`src/rtl/bcd_add_pkg.sv`:
```
package bcd_add_pkg;
  localparam int unsigned DIGIT_W = 4;
  localparam int unsigned RADIX   = 10;
  localparam int unsigned SYNC_N  = 2;

  typedef logic [DIGIT_W-1:0] digit_t;

  typedef struct packed {
    digit_t digit;
    logic   carry;
    logic   illegal;
  } digit_res_t;
endpackage

```
`src/rtl/bcd_rst_sync.sv`:
```
module bcd_rst_sync #(
  parameter int unsigned STAGES = 2
) (
  input  logic clk,
  input  logic arst_n,
  output logic srst_n
);
  logic [STAGES-1:0] chain_q;

  always_ff @(posedge clk or negedge arst_n) begin
    if (!arst_n) chain_q <= '0;
    else         chain_q <= {chain_q[STAGES-2:0], 1'b1};
  end

  assign srst_n = chain_q[STAGES-1];
endmodule

```
`src/rtl/bcd_digit_add.sv`:
```
module bcd_digit_add
  import bcd_add_pkg::*;
#(
  parameter int unsigned W = DIGIT_W,
  parameter int unsigned R = RADIX
) (
  input  logic [W-1:0] a,
  input  logic [W-1:0] b,
  input  logic         cin,
  output digit_res_t   res
);
  localparam int unsigned SUM_W = W + 1;
  localparam int unsigned MAXV  = 2 * ((1 << W) - 1) + 1;
  localparam int unsigned FOLDS = MAXV / R;
  localparam logic [SUM_W-1:0] R_V = SUM_W'(R);
  localparam logic [W-1:0]     R_D = W'(R);

  logic [SUM_W-1:0] stage [FOLDS+1];

  // raw binary sum of the two codes and the carry-in
  assign stage[0] = SUM_W'(a) + SUM_W'(b) + SUM_W'(cin);

  // repeated conditional subtraction reduces any code sum to 0..R-1
  for (genvar k = 0; k < FOLDS; k++) begin : g_fold
    assign stage[k+1] = (stage[k] >= R_V) ? (stage[k] - R_V) : stage[k];
  end

  always_comb begin
    res.digit   = W'(stage[FOLDS]);
    res.carry   = (stage[0] >= R_V);
    res.illegal = (a >= R_D) || (b >= R_D);
  end
endmodule

```
`src/rtl/bcd_carry_reg.sv`:
```
module bcd_carry_reg (
  input  logic clk,
  input  logic rst_n,
  input  logic clr,
  input  logic en,
  input  logic d,
  output logic q
);
  logic q_nxt;

  always_comb begin
    q_nxt = q;
    if (en)       q_nxt = d;
    else if (clr) q_nxt = 1'b0;
  end

  always_ff @(posedge clk or negedge rst_n) begin
    if (!rst_n) q <= 1'b0;
    else        q <= q_nxt;
  end
endmodule

```
`src/rtl/bcd_serial_adder.sv`:
```
module bcd_serial_adder
  import bcd_add_pkg::*;
#(
  parameter int unsigned W      = DIGIT_W,
  parameter int unsigned R      = RADIX,
  parameter int unsigned SYNC_STAGES = SYNC_N
) (
  input  logic         clk,
  input  logic         rst_n,
  input  logic         start_i,
  input  logic         in_valid_i,
  input  logic [W-1:0] a_digit_i,
  input  logic [W-1:0] b_digit_i,
  output logic [W-1:0] sum_digit_o,
  output logic         sum_valid_o,
  output logic         digit_err_o,
  output logic         carry_o
);
  logic       rst_sync_n;
  logic       carry_q;
  logic       carry_in;
  digit_res_t res;

  bcd_rst_sync #(.STAGES(SYNC_STAGES)) u_rst (
    .clk    (clk),
    .arst_n (rst_n),
    .srst_n (rst_sync_n)
  );

  // a start strobe makes the current digit the lowest of a new addition
  assign carry_in = start_i ? 1'b0 : carry_q;

  bcd_digit_add #(.W(W), .R(R)) u_add (
    .a   (a_digit_i),
    .b   (b_digit_i),
    .cin (carry_in),
    .res (res)
  );

  bcd_carry_reg u_carry (
    .clk   (clk),
    .rst_n (rst_sync_n),
    .clr   (start_i),
    .en    (in_valid_i),
    .d     (res.carry),
    .q     (carry_q)
  );

  assign sum_digit_o = res.digit;
  assign sum_valid_o = in_valid_i;
  assign digit_err_o = in_valid_i & res.illegal;
  assign carry_o     = carry_q;
endmodule

```
`config.mk`:
```
export PLATFORM = sky130hd
export DESIGN_NAME = bcd_serial_adder
export DESIGN_NICKNAME = d
export VERILOG_FILES = /design/src/rtl/bcd_add_pkg.sv /design/src/rtl/bcd_rst_sync.sv /design/src/rtl/bcd_digit_add.sv /design/src/rtl/bcd_carry_reg.sv /design/src/rtl/bcd_serial_adder.sv
export SDC_FILE = /design/constraint.sdc
export NUM_CORES = 1
export LEC_CHECK = 0
export BUFFER_PORTS_ARGS = -buffer_cell sky130_fd_sc_hd__buf_4
export CAP_MARGIN = 10
export CORE_MARGIN = 3
export CORE_UTILIZATION = 51
export CTS_BUF_LIST = sky130_fd_sc_hd__clkbuf_16
export DETAILED_ROUTE_END_ITERATION = 8
export PLACE_DENSITY = 0.81
export SLEW_MARGIN = 5
export SYNTH_ARGS = -nofsm -noshare
export SYNTH_HDL_FRONTEND = slang
export SYNTH_HIERARCHICAL = 1
export SYNTH_SLANG_ARGS = --single-unit
```
`constraint.sdc`:
```
create_clock -name clk -period 4.57 [get_ports clk]
set_input_delay 0.457 -clock clk [delete_from_list [all_inputs] [get_ports clk]]
set_output_delay 0.457 -clock clk [all_outputs]
set_load 0.01 [all_outputs]
```
==> run metrics <==
status=completed; cell taking the most area after synthesis=dfrtp_1; Crit Path Max Fanout=3; gr ovfl total=0; Inserted Clock Buffers=3; count of state elements after synthesis=3; maximum VDD drop=0.443 mV; Final min period=4450 ps; PortBufs=18; nets@finish=139; Pleak=0.000462 µW; worst hold-check path type=register to asynchronous set/reset pin; clk buf depth=2; # rows=12; die area=1890 µm²; CTS tree=done; ys async rst share=100%; Worst Path Arrival=3990 ps; startpoint types=register; clock sinks=3; initial core utilization=59.0%; DRT Pass-1 Iters=4; pins over their slew limit=0; top-area cell type share of the netlist area=10.5%; Max-Cap Viols=0; Ports=19; Synth Cell Area=roughly 720 µm²; core box area=1220 µm²; DR vias/cell=6.39; period utilization=97.3%; Yosys cell types=42; WL/cell=around 18 µm; cells on worst reg2reg path=11; area grow syn2layout=40.7%; worst reg2reg startpoint=u_carry/q; Cell Area, Placed=885 µm²; final instance area=1010 µm²; clock skew=1.46 ps; via count=844; initial DRC count=40; Reg2Reg Setup Slack=1910 ps; Synth Flop Type=dfrtp_1; Max Freq=roughly 220 MHz; DIE WIDTH=43.5 µm; commonest cells in the netlist=a21oi_1, nand2_1, nor2_1; n_diodes=0; syn_nets=roughly 110; worst skew pair latency=between 200 and 250 ps; layout cells sized above 1=39.8%; Design Power=501 µW; DIE HEIGHT=43.5 µm; Root Driver=clkbuf_16; # DRC=0; Synth warnings=6; top cells by area, synth=dfrtp_1, ha_1, a21oi_1; Critical R2R Capture=u_carry/q; largest net degree at the start of global routing=13; antenna violations before repair=0; element type at the critical path end=output pin; vias in the first global route=between 800 and 900; # H-tree levels=1; Synth Instances=93; sequential-to-total area share from yosys stat=between 10% and 20%; Worst EP required=about 4000 ps; Cell Pwr Density=between 400 and 500 nW/µm²; crit path kind=register to output pin; endpoints failing hold=0; Antenna Nets Post-Route=0; Post-Syn Area per Cell=7.71 µm²; drt total wl=around 2.4 mm; DP HPWL=between 1 and 1.5 mm; clk slew on worst S/H paths=30 ps; Post-synth EDFFs=0; # setup viols final=0; global-route wire length before repair=3.74 mm; pre-CTS WS=between 200 and 300 ps; Final Worst Setup Slack=121 ps; total global-route track usage=around 26%; Placer Congestion=0.861
stage by stage:
stage	hold WS, ps	utilization, %	setup TNS (ps)	cells
after global routing	7.24	82.9	-153	132
after CTS	4.92	79.2	0	130
after global placement	-3.67	72.7	0	126
final	6.65	82.9	0	132
after detailed placement	-1.60	72.7	0	126
after floorplan	-5.66	-	0	93
layer usage:
layer | vias to the layer above | global-route usage [%] | wire length, µm
met5 | - | 0 | 0
met4 | 0 | 12.0 | 69
met3 | 9 | 2.90 | 188
met2 | 65 | 46.9 | 1230
met1 | 388 | 29.9 | 893
li1 | 382 | - | -
power by group:
group	internal, µW	switching (µW)
combinational	151	179
clock	113	26.6
sequential	29.4	1.96
repair_timing:
| item | in CTS | in global routing |
|---|---|---|
| resized for setup | 0 | 6 |
| setup buffers | 0 | 2 |
| hold buffers | 0 | 0 |
| endpoints found under the setup margin | 0 | 3 |
sequential cells by signal (all words and copies together) (netlist names):
register / count
u_rst/chain_q: 2
u_carry/q: 1
worst max path at each step:
stage               cells past startpoint  slack (ps)  startpoint              to
floorplan                              17         390     start_i  sum_digit_o[2]
global placement                       19         340     start_i  sum_digit_o[2]
detailed placement                     19         270     start_i  sum_digit_o[2]
CTS                                    18         160   u_carry/q  sum_digit_o[2]
global route                           19        -110   u_carry/q  sum_digit_o[2]
finish                                 19         120   u_carry/q  sum_digit_o[2]
area by class of cell:
class / count / area, µm²
multi-input combinational: 80 / 631
fill: 77 / 208
timing repair buffer: 24 / 180
sequential: 3 / 75.1
clock buffer: 3 / 75.1
inverter: 7 / 26.3
tap: 14 / 17.5
clock inverter: 1 / 3.75
cells in the final DEF (no fill, tap or decap), types with 2 or more instances in the layout:
| master | instances |
|---|---|
| buf_4 | 24 |
| inv_1 | 8 |
| nor2_1 | 8 |
| nand2_1 | 8 |
| a21oi_1 | 7 |
| o21ai_0 | 6 |
| ha_1 | 5 |
| clkbuf_16 | 3 |
| or2_2 | 3 |
| nor3_1 | 3 |
| dfrtp_1 | 3 |
| and2_1 | 2 |
| xor2_2 | 2 |
| nand2b_1 | 2 |
| a21oi_2 | 2 |
| o22ai_1 | 2 |
| a31oi_1 | 2 |
critical path, stage by stage (launching register included):
cell and delay, ps:
dfrtp_1 370, nor2b_4 150, inv_1 60, fa_2 360, fa_1 480, xor2_2 190
ha_1 210, nand2_1 80, and2_1 170, o21ai_2 80, a221oi_2 300, a21oi_1 110
a21oi_2 150, ha_2 240, nand2b_4 70, a21oi_1 140, o211ai_1 140, nand4_2 130
mux2i_1 190, buf_4 140
kinds of logic (layout without fill, tap and decap cells):
group | after synthesis | in the layout | synth area share (%)
other cells | 1 | 1 | 0.523
xor+xnor | 4 | 4 | 8.55
flops | 3 | 3 | 10.5
mux | 2 | 2 | 3.32
compound gates | 32 | 32 | 30.9
buf+inv | 10 | 35 | 5.76
fa+ha+maj | 8 | 8 | 16.1
simple gates | 33 | 33 | 24.4
(Power assumes the default switching activity.)
